<file path="src/rtl/ds3_tx_payload_in.sv">
module ds3_tx_payload_in #(
  parameter int BLK_BITS     = 85,
  parameter int BLKS_PER_SUB = 8,
  parameter int SUBFRAMES    = 7,
  parameter int NIB_W        = 4
) (
  input  logic             clk,
  input  logic             rst_n,
  input  logic             nib_mode,
  input  logic             ser_in,
  input  logic [NIB_W-1:0] nib_in,
  output logic             oh_warn,
  output logic             frame_end,
  output logic             nib_strobe,
  output logic             nib_frame_end,
  output logic             out_data,
  output logic             out_oh
);
  localparam int FRAME_BLKS = BLKS_PER_SUB * SUBFRAMES;
  localparam int POS_W      = $clog2(BLK_BITS);
  localparam int BLK_W      = $clog2(FRAME_BLKS);
  localparam int PH_W       = $clog2(NIB_W);

  logic [POS_W-1:0] pos;
  logic [BLK_W-1:0] blk;
  logic [PH_W-1:0]  ph;
  logic [NIB_W-2:0] sh;

  wire slot_oh  = (pos == '0);
  wire last_pos = (pos == POS_W'(BLK_BITS - 1));
  wire last_blk = (blk == BLK_W'(FRAME_BLKS - 1));
  wire nib_go   = !slot_oh && (ph == '0);

  assign oh_warn       = !nib_mode && last_pos;
  assign frame_end     = !nib_mode && last_pos && last_blk;
  assign nib_strobe    = nib_mode && nib_go;
  assign nib_frame_end = nib_mode && last_blk && (pos > POS_W'(BLK_BITS - 1 - NIB_W));

  always_ff @(posedge clk or negedge rst_n) begin
    if (!rst_n) begin
      pos      <= '0;
      blk      <= '0;
      ph       <= '0;
      sh       <= '0;
      out_data <= 1'b0;
      out_oh   <= 1'b0;
    end else begin
      pos    <= last_pos ? '0 : pos + POS_W'(1);
      if (last_pos) blk <= last_blk ? '0 : blk + BLK_W'(1);
      ph     <= slot_oh ? '0 : ph + PH_W'(1);
      out_oh <= slot_oh;
      if (slot_oh)        out_data <= 1'b0;
      else if (!nib_mode) out_data <= ser_in;
      else if (nib_go)    {out_data, sh} <= nib_in;
      else                {out_data, sh} <= {sh, 1'b0};
    end
  end

  AST_OH_ZERO:       assert property (@(posedge clk) disable iff (!rst_n) out_oh |-> !out_data);
  AST_WARN_LEADS:    assert property (@(posedge clk) disable iff (!rst_n) oh_warn |=> ##1 out_oh);
  AST_SER_PASS:      assert property (@(posedge clk) disable iff (!rst_n) (!nib_mode && !slot_oh) |=> (out_data == $past(ser_in)));
  AST_FE_PULSE:      assert property (@(posedge clk) disable iff (!rst_n) frame_end |=> !frame_end);
  AST_STROBE_GAP:    assert property (@(posedge clk) disable iff (!rst_n) nib_strobe |=> !nib_strobe);
  AST_NFE_ON_STROBE: assert property (@(posedge clk) disable iff (!rst_n) $rose(nib_frame_end) |-> nib_strobe);
  AST_NIB_QUIET:     assert property (@(posedge clk) disable iff (!rst_n) nib_mode |-> (!oh_warn && !frame_end));
  AST_SER_QUIET:     assert property (@(posedge clk) disable iff (!rst_n) !nib_mode |-> (!nib_strobe && !nib_frame_end));
endmodule

</file>
<file path="config.mk">
export PLATFORM = sky130hd
export DESIGN_NAME = ds3_tx_payload_in
export DESIGN_NICKNAME = d
export VERILOG_FILES = /design/src/rtl/ds3_tx_payload_in.sv
export SDC_FILE = /design/constraint.sdc
export NUM_CORES = 1
export LEC_CHECK = 0
export ABC_AREA = 0
export BUFFER_PORTS_ARGS = -buffer_cell sky130_fd_sc_hd__buf_2
export CAP_MARGIN = 20
export CELL_PAD_IN_SITES_DETAIL_PLACEMENT = 1
export CELL_PAD_IN_SITES_GLOBAL_PLACEMENT = 2
export CORE_MARGIN = 2
export CORE_UTILIZATION = 34
export DETAILED_ROUTE_END_ITERATION = 6
export GPL_TIMING_DRIVEN = 0
export PLACE_DENSITY_LB_ADDON = 0.08
export SYNTH_ARGS = -nofsm -noshare
export SYNTH_HDL_FRONTEND = slang
export SYNTH_SLANG_ARGS = --single-unit
</file>
<file path="constraint.sdc">
create_clock -name clk -period 2.7 [get_ports clk]
set_clock_uncertainty 0.2 [all_clocks]
set_input_delay 0.135 -clock clk [delete_from_list [all_inputs] [get_ports clk]]
set_output_delay 0.135 -clock clk [all_outputs]
set_load 0.03 [all_outputs]
</file>
==> results.md, run 1 <==
* Die area at 3320 µm²
* Crit path buf inv count at 2
* Sequential share of the synthesized area at 0.512
* #FFs+latches synth at 20
* Layout Cells excl Fill at 153
* Clk root buf: clkbuf_4
* Worst min-delay path class: input port to register
* Worst-path clk slew at approximately 0.12 ns
* Max_cap viols at 0
* CP Launch Type: register
* CTS tree: done
* CTS Buffer Depth at 2
* Top delay family on crit path: compound AO/OA/AOI/OAI gates
* Setup TNS at 0 ns
* CP Capture Type: output pin
* Final setup fails at 0
* Setup bufs post-CTS at 0
* DRC at 0
* Most used DFF post-synth: dfrtp_1
* Crit path time final at between 2 and 2.5 ns
* N_diodes at 0
* Antenna Nets Post-Route at 0
* Vias per cell at 5.01
* Final GP Congestion at 0.686
* Commonest non-fill, non-tap cell in the layout: dfrtp_1
* Worst Path Max Fanout at 7
* Worst R2R Setup Slack at approximately 0.36 ns
* Period utilization at 0.905
* PD cells at approximately 430 nW/µm²
* Max Clock Freq at 409 MHz
* First-pass GRT wire length at ~3500 µm
* Post-placement cell count at 142
* Normalized max-slew margin at 0.614
* Die Y at 57.6 µm
* Vias in the first global route at 784
* Clock sink count at 20
* Num ports at 14
* DRT Pass-1 Iters at 2
* Die X at ~58 µm
* LEAKAGE at between 0.5 and 0.6 nW
* Critical Path RT at 2.37 ns
* Hold buffers post-CTS at 7
* Iteration-0 DRC Markers at 7
* Post-synth ARST share at 1.00
* Total routed wirelength at just under 2000 µm
* Resize count post-CTS at 0
* Area Overhead vs Synth at 21.5%
* Mux cell area share after synthesis at 0.0307
* Rows at 19
* Synth Area in Compound Gates at 0.0754
* Starting density of the core at 0.358
* Core Region at approximately 2700 µm²
* Synthesized netlist cell count at 98
* Synth Area in Simple Gates at 0.247
* Share of layout cells above drive strength 1 at 0.164
* Crit path kind: register to output pin
* EDFF count, synth at 0
* Final hold slack at roughly 0.022 ns
* Max H-tree Level at 1
* Slowest stage delay, CP at 0.49 ns
* Slowest-stage cell, CP: o41ai_2
* Via count at 766
* Gr ovfl total at 0
* GRT Util Overall at 0.139
* Largest net degree at the start of global routing at 21
* Initial antenna violation count at 0
* Netlist cell types at 27
* Worst-Skew Late Latency at 0.30 ns
* Wire length per cell at 12.7 µm
* Syn avg cell area at 9.98 µm²
* Filler instances at 330
* Nets at 135
* Post-DP HPWL at 1390 µm
* Mapped Nets at 110
* Slew Limit Fails at 0
* CP cell instances: inv_1 > ha_1 > or3b_1 > o41ai_2 > nor2_1 > buf_2
* Reg2reg path depth at 6
* Final Hold Fails at 0
* Buffers on Ports at 13
* Peak supply drop at 0.000236 V
* Commonest non-fill, non-tap cells in the layout: dfrtp_1 (20), nand2_1 (14), buf_2 (13)
* Hold Crit Depth at 3
* Warnings from Yosys at 0
* Xor/xnor share of the synthesized area at 0.0537
* Outcome: finished, final reports clean
* Unrepaired setup endpoints after global routing: false
* Cell area after synthesis at 978 µm²
* Levels on crit path at 6
* Synth Area in Adders at 0.0512
* Arr. time, crit path at 2.11 ns
* Largest family of logic cells by synthesized area: simple AND/OR/NAND/NOR gates
* Slew @ Worst Pin at between 0.5 and 0.6 ns
* TritonCTS Buffers at 3
## through the flow
stage                     power [mW]  utilization  setup WS (ns)  area, µm²
final                          0.516        0.435          0.256       1190
after global routing           0.542        0.435        0.00745       1190
after CTS                      0.527        0.435          0.213       1190
after detailed placement       0.338        0.396          0.581       1080
after global placement         0.337        0.396          0.593       1080
after floorplan                0.322            -          0.705        978
## Yosys cell counts (all sizes together), types with 2 or more instances
cell type  count  area share
dfrtp         20        0.51
nand2         14       0.054
inv            5       0.019
nor3           2       0.010
nand4b         2       0.018
and2           2       0.013
o21ai          9       0.046
nand3          6       0.031
nor2          10       0.038
clkbuf         3       0.012
ha             4       0.051
xnor2          5       0.045
mux2i          3       0.031
## worst paths after layout
check                      startpoint          to
hold reg to reg                 ph[0]       ph[0]
max in group asynchronous       rst_n      pos[5]
min in group asynchronous       rst_n      blk[3]
setup / recovery               pos[0]  nib_strobe
setup reg to reg               pos[0]    out_data
hold / removal               nib_mode       sh[2]
## report_power, final
part           internal [mW]  switching (mW)
Sequential             0.304         0.00151
Clock                 0.0822          0.0950
Combinational         0.0156          0.0183
## worst reg2reg max path, delay by kind of cell, from the launching register on
kind / cells / cell delay [ns]
compound gates: 1 / 0.08
fa+ha+maj: 1 / 0.15
buf+inv: 2 / 0.65
flops: 1 / 0.43
simple gates: 2 / 0.74
## per-layer routing
layer / share of wire / vias to the layer above / GRT usage
met2: 0.48 / 11 / 0.235
met3: 0.034 / 2 / 0.0268
met1: 0.47 / 368 / 0.172
met4: 0.012 / 0 / 0.0598
met5: 0 / - / 0
li1: - / 385 / -
## cell families (layout without fill, tap and decap cells)
kind of cell,count (synthesis),in the layout
mux,3,3
xor+xnor,6,6
flops,20,20
fa+ha+maj,4,4
compound gates,12,12
buf+inv,8,32
simple gates,45,45
## flip-flops by register name (all words and copies together), names as in the netlist
signal    flops
sh            3
out_data      1
ph            2
blk           6
out_oh        1
pos           7
## final cells by class
| class | instances | area, µm² | area share |
|---|---|---|---|
| timing repair buffer | 20 | 135 | 0.114 |
| tap | 31 | 38.8 | 0.0326 |
| buffer | 3 | 11.3 | 0.00947 |
| sequential | 20 | 500 | 0.421 |
| inverter | 5 | 18.8 | 0.0158 |
| clock buffer | 4 | 36.3 | 0.0305 |
| multi-input combinational | 70 | 448 | 0.377 |
No activity file was read; power rests on OpenSTA's default activity.
==> run 2, diff against run 1 <==
--- a/config.mk
+++ b/config.mk
@@ -7,5 +7,5 @@
 export LEC_CHECK = 0
 export ABC_AREA = 0
-export BUFFER_PORTS_ARGS = -buffer_cell sky130_fd_sc_hd__buf_2
+export BUFFER_PORTS_ARGS = -buffer_cell sky130_fd_sc_hd__buf_4
 export CAP_MARGIN = 20
 export CELL_PAD_IN_SITES_DETAIL_PLACEMENT = 1
@@ -16,4 +16,5 @@
 export GPL_TIMING_DRIVEN = 0
 export PLACE_DENSITY_LB_ADDON = 0.08
+export RECOVER_POWER = 50
 export SYNTH_ARGS = -nofsm -noshare
 export SYNTH_HDL_FRONTEND = slang
==> constraint.sdc (replaced) <==
create_clock -name clk -period 2.7 [get_ports clk]
set_clock_uncertainty 0.2 [all_clocks]
set_input_delay 0.675 -clock clk [delete_from_list [all_inputs] [get_ports clk]]
set_output_delay 0.675 -clock clk [all_outputs]
set_load 0.03 [all_outputs]
==> results.md, run 2 (synthesis gave the netlist of run 1 again) <==
* Largest registers: pos: 7 flops, blk: 6 flops, sh: 3 flops
* Seq pwr share at 0.586 (-0.005)
* Largest net degree at the start of global routing at 21 (unchanged)
* Iteration-0 DRC Markers at 14 (+7)
* Max reg flops at 7 (unchanged)
* Starting density of the core at 0.358 (unchanged)
* Total routed wirelength at 2090 µm (+7.7%)
* Die Y at 57.6 µm (unchanged)
* Slowest stage delay, CP at 0.40 ns (-0.09 ns)
* Reg with most FFs: pos
* Wire length per cell at 13.5 µm (+6.3%)
* Period utilization at 0.997 (+0.0917)
* CTS Buffer Depth at 2 (unchanged)
* Max Clock Freq at 372 MHz (-9.2%)
* Slowest-stage cell, CP: dfrtp_1
* RR Startpoint: pos[0]
* Antenna Nets Post-Route at 0 (unchanged)
* Max H-tree Level at 1 (unchanged)
* Worst-path clk slew at 0.12 ns (about the same)
* Design area at 1260 µm² (+5.8%)
* Worst Path Max Fanout at 2 (-5)
* Final Util at 0.460 (+0.0252)
* LEAKAGE at 0.634 nW (+7.4%)
* Crit path time final at 2.69 ns (+0.248 ns)
* Slew Limit Fails at 0 (unchanged)
* Setup WS post-layout at 0.00856 ns (-0.248 ns)
* Clock sink count at 20 (unchanged)
* Reg2reg path depth at 7 (+1)
* Initial antenna violation count at 0 (unchanged)
* Layout Cells excl Fill at 155 (+1.3%)
* Arr. time, crit path at 1.82 ns (-0.29 ns)
* Peak supply drop at 0.000242 V (+2.6%)
* Final Hold Fails at 0 (unchanged)
* Worst min-delay path class: register to register
* Via count at 783 (+2.2%)
* CP Launch Type: register
* Vias per cell at 5.05 (+0.90%)
* Pre-CTS setup slack at 0.0468 ns (-0.534 ns)
* Final setup fails at 0 (unchanged)
* Hold_sp: ph[0]
* DRT Pass-1 Iters at 3 (+1)
* Normalized max-slew margin at 0.255 (-0.359)
* Num ports at 14 (unchanged)
* Gr ovfl total at 0 (unchanged)
* CTS tree: done
* Combinational group share of total power at 0.063 (-0.003)
* Worst-Skew Late Latency at 0.31 ns (about the same)
* Post-DP HPWL at 1400 µm (+0.71%)
* Rows at 19 (unchanged)
* GRT Util Overall at 0.142 (+0.00255)
* Worst R2R Setup Slack at 0.69 ns (+0.33 ns)
* Slew @ Worst Pin at 1.12 ns (+0.545 ns)
* Switch share at 0.232 (+0.00941)
* Clock power share at 0.351 (+0.008)
* Share of layout cells above drive strength 1 at 0.266 (+0.102)
* PD cells at 415 nW/µm² (-4.5%)
* N_diodes at 0 (unchanged)
* Area Overhead vs Synth at 28.5%
* Die X at 57.6 µm (unchanged)
* Nets at 137 (+1.5%)
* First-pass GRT wire length at 3540 µm (+0.20%)
* NetSw at 121 µW (+5.3%)
* Hold Crit Depth at 1 (-2)
* DRC at 0 (unchanged)
* Unrepaired setup endpoints after global routing: true
* CP Capture Type: output pin
* Hold path endpoint: ph[0]
* Post-placement cell count at 142 (unchanged)
* TritonCTS Buffers at 3 (unchanged)
* Die area at 3320 µm² (unchanged)
* Vias in the first global route at 783 (-0.13%)
* Clk root buf: clkbuf_4
* Max_cap viols at 0 (unchanged)
* Hold buffers post-CTS at 0 (-7)
* Buffers on Ports at 13 (unchanged)
* Internal at 400 µW (-0.22%)
* Final GP Congestion at 0.671 (-2.1%)
* Critical Path RT at 1.82 ns (-0.55 ns)
* Placed cell areas at 1110 µm² (+3.0%)
* Crit path kind: register to output pin
* CP cell instances: inv_1 > ha_2 > or3b_4 > o41ai_4 > nor2_1 > buf_4
* Commonest non-fill, non-tap cells in the layout: dfrtp_1 (20), buf_4 (20), nand2_1 (14)
* Worst R2R End: ph[1]
* Outcome: finished, final reports clean
* Core Region at 2730 µm² (unchanged)
* Final hold slack at 0.231 ns (+0.210 ns)
==> run 2: changes by cell type in the layout (fill, tap and decap cells not counted), sizes merged <==
cell         delta
dlygate4sd3     -7
buf             +8
clkbuf          +1
==> run 2: worst max path at each step <==
stage	depth (start not counted)	start	end	slack [ns]
after CTS	6	pos[0]	nib_strobe	-0.06
final	6	pos[0]	nib_strobe	0.009
after detailed placement	6	pos[0]	nib_strobe	0.05
after global routing	6	pos[0]	nib_strobe	-0.08
after floorplan	5	pos[0]	frame_end	0.16
after global placement	6	pos[0]	nib_strobe	0.05
==> run 2: through the flow <==
step                      power [mW]  setup TNS, ns
after floorplan                0.322              0
after global placement         0.342              0
after detailed placement       0.342              0
after CTS                      0.526        -0.0801
after global routing           0.536         -0.163
final                          0.521              0
==> run 2: power by group through the flow <==
stage | registers, mW | clock network, mW | logic, mW
2_1_floorplan | 0.314 | 0 | 0.00788
3_3_place_gp | 0.311 | 0 | 0.0305
3_5_place_dp | 0.311 | 0 | 0.0312
4_1_cts | 0.305 | 0.187 | 0.0332
5_1_grt | 0.306 | 0.194 | 0.0363
6_report | 0.305 | 0.183 | 0.0329
==> run 2: metal layers <==
metal / global-route usage / wire [µm]
met2: 0.232 / 1040
met1: 0.173 / 909
met5: 0 / 0
met4: 0.0797 / 43
met3: 0.0290 / 98
==> run 2: cell type report <==
| cell class | instances | area, µm² |
|---|---|---|
| timing repair buffer | 22 | 165 |
| clock buffer | 4 | 36.3 |
| buffer | 3 | 11.3 |
| fill | 329 | 1480 |
| multi-input combinational | 70 | 487 |
| sequential | 20 | 500 |
| tap | 31 | 38.8 |
| inverter | 5 | 18.8 |
==> run 2: worst max-delay path: cells and delay by family, from the launching register on <==
kind                     cells  cell delay [ns]
AND/OR/NAND/NOR              2             0.47
flip-flops                   1             0.40
AO/OA/AOI/OAI                1             0.24
buffers and inverters        2             0.23
adder cells (fa/ha/maj)      1             0.16
==> run 2: what timing repair did <==
item / in CTS / in global routing
setup endpoints to repair: 2 / 3
resized for setup: 2 / 6
pin swaps: 1 / 2
buffers inserted: 4 / 5
==> run 3, diff against run 2 <==
--- a/config.mk
+++ b/config.mk
@@ -16,5 +16,5 @@
 export GPL_TIMING_DRIVEN = 0
 export PLACE_DENSITY_LB_ADDON = 0.08
-export RECOVER_POWER = 50
+export RECOVER_POWER = 100
 export SYNTH_ARGS = -nofsm -noshare
 export SYNTH_HDL_FRONTEND = slang
==> constraint.sdc (replaced) <==
create_clock -name clk -period 2.7 [get_ports clk]
set_clock_uncertainty 0.2 [all_clocks]
set_input_delay 0.27 -clock clk [delete_from_list [all_inputs] [get_ports clk]]
set_output_delay 0.27 -clock clk [all_outputs]
set_load 0.03 [all_outputs]
==> results.md, run 3 (synthesis gave the netlist of run 1 again) <==
* Slowest stage delay, CP at 0.43 ns (+0.03 ns)
* Final Hold Fails at 0 (unchanged)
* Clock sink count at 20 (unchanged)
* DRC at 0 (unchanged)
* Largest registers: pos: 7 flops, blk: 6 flops, sh: 3 flops
* Setup bufs post-CTS at 0 (-4)
* Die area at 3320 µm² (unchanged)
* Crit path buf inv count at 2 (unchanged)
* CP Launch Type: register
* Core Region at 2730 µm² (unchanged)
* Levels on crit path at 6 (unchanged)
* Num ports at 14 (unchanged)
* Critical Path RT at 2.23 ns (+0.41 ns)
* Crit path kind: register to output pin
* Post-placement cell count at 142 (unchanged)
* Final setup fails at 0 (unchanged)
* Period utilization at 0.915 (-0.0815)
* Worst-Skew Late Latency at 0.30 ns (about the same)
* Unrepaired setup endpoints after global routing: false
* Outcome: finished, final reports clean
* Top delay family on crit path: simple AND/OR/NAND/NOR gates
* Register area at 500 µm² (unchanged)
* Share of layout cells above drive strength 1 at 0.110 (-0.156)
* Reg2reg path depth at 6 (-1)
* Slowest-stage cell, CP: dfrtp_1
* Max reg flops at 7 (unchanged)
* Multi-input gate area at 449 µm² (-7.7%)
* Gr ovfl total at 0 (unchanged)
* Peak supply drop at 0.000229 V (-5.5%)
* PD cells at 445 nW/µm² (+7.4%)
* TritonCTS Buffers at 3 (unchanged)
* Commonest non-fill, non-tap cell in the layout: dfrtp_1
* Worst min-delay path class: input port to register
* Wire length per cell at 13.3 µm (-1.8%)
* Worst-path clk slew at 0.12 ns (about the same)
* Worst Path Max Fanout at 7 (+5)
* Clk root buf: clkbuf_4
* Critical path endpoint: nib_strobe
* Die Y at 57.6 µm (unchanged)
* First-pass GRT wire length at 3500 µm (-1.2%)
* Worst R2R Setup Slack at 0.61 ns (-0.08 ns)
* Setup TNS at 0 ns (unchanged)
* CP Capture Type: output pin
* Max_cap viols at 0 (unchanged)
* Largest net degree at the start of global routing at 21 (unchanged)
* GRT Util Overall at 0.140 (-0.00188)
* Power, Total at 516 µW (-1.1%)
* Area Overhead vs Synth at 18.4%
* Vias in the first global route at 788 (+0.64%)
* Slew @ Worst Pin at 1.15 ns (+0.0323 ns)
* Die X at 57.6 µm (unchanged)
* Rows at 19 (unchanged)
* Total routed wirelength at 1980 µm (-5.6%)
* RR Startpoint: pos[0]
* Max H-tree Level at 1 (unchanged)
* Arr. time, crit path at 2.00 ns (+0.18 ns)
* Vias per cell at 5.07 (+0.44%)
* Iteration-0 DRC Markers at 11 (-3)
* Crit path time final at 2.47 ns (-0.220 ns)
* Slew Limit Fails at 0 (unchanged)
* Starting density of the core at 0.358 (unchanged)
* Worst R2R End: blk[5]
* Final GP Congestion at 0.671 (unchanged)
* Buffers on Ports at 13 (unchanged)
* Normalized max-slew margin at 0.233 (-0.0216)
* Reg with most FFs: pos
* Via count at 756 (-3.4%)
* Initial antenna violation count at 0 (unchanged)
* Worst setup startpoint: pos[0]
* Layout Cells excl Fill at 149 (-3.9%)
* LEAKAGE at 0.573 nW (-9.7%)
* N_diodes at 0 (unchanged)
* Post-DP HPWL at 1400 µm (unchanged)
* DRT Pass-1 Iters at 2 (-1)
* Nets at 131 (-4.4%)
* Filler instances at 326 (-0.91%)
* CP cell instances: inv_1 > ha_1 > or3b_1 > o41ai_4 > nor2_1 > buf_2
* Commonest non-fill, non-tap cells in the layout: dfrtp_1 (20), nand2_1 (14), nor2_1 (10)
* Max Clock Freq at 405 MHz (+8.9%)
* CTS Buffer Depth at 2 (unchanged)
* CTS tree: done
* Antenna Nets Post-Route at 0 (unchanged)
==> run 3: changes by cell type in the layout (fill, tap and decap cells not counted), sizes merged <==
cell and delta:
dlygate4sd3 +3, clkbuf +5, buf -14
==> run 3: power by group <==
part / total, mW / internal (mW) / leakage [nW] / switching (mW)
clock network: 0.178 / 0.0823 / 0.0210 / 0.0960
registers: 0.305 / 0.304 / 0.262 / 0.00165
logic: 0.0322 / 0.0138 / 0.290 / 0.0183
total: 0.516 / 0.400 / 0.573 / 0.116
==> run 3: stage by stage <==
step	hold WS (ns)	area (µm²)	utilization	setup WS (ns)
after CTS	0.0418	1180	0.432	0.0918
after floorplan	-0.226	978	-	0.570
after detailed placement	-0.0309	1110	0.408	0.452
after global routing	0.0446	1160	0.424	0.0495
final	0.0473	1160	0.424	0.229
after global placement	-0.0324	1110	0.408	0.458
==> run 3: repair_timing <==
item / in CTS / in global routing
hold buffers: 3 / 0
setup endpoints to repair: 0 / 1
resized for setup: 0 / 1
hold endpoints to repair: 22 / 0
==> run 3: layout make-up <==
cell class	count	area share
multi-input combinational	70	0.388
inverter	5	0.0162
timing repair buffer	16	0.0896
tap	31	0.0335
clock buffer	4	0.0313
sequential	20	0.432
buffer	3	0.00972
==> run 3: tightest hold or removal path: cells and delay by family <==
family	cells	cell delay (ns)
buffers and inverters	1	0.11
AND/OR/NAND/NOR	1	0.09
AO/OA/AOI/OAI	1	0.06
==> run 3: worst min path at each step <==
stage	from	endpoint	slack (ns)	depth (start not counted)
2_1_floorplan	rst_n	blk[0]	-0.23	0
3_5_place_dp	rst_n	blk[5]	-0.03	1
5_1_grt	ser_in	out_data	0.04	3
3_3_place_gp	rst_n	blk[3]	-0.03	1
4_1_cts	ser_in	out_data	0.04	3
6_report	ser_in	out_data	0.05	3
==> run 3: routing by layer <==
metal  share of wire  up-vias  global-route usage
met3           0.047        4              0.0290
met1            0.45      362               0.170
met4           0.022        0              0.0797
met5               0        -                   0
met2            0.48       14               0.229
li1                -      376                   -
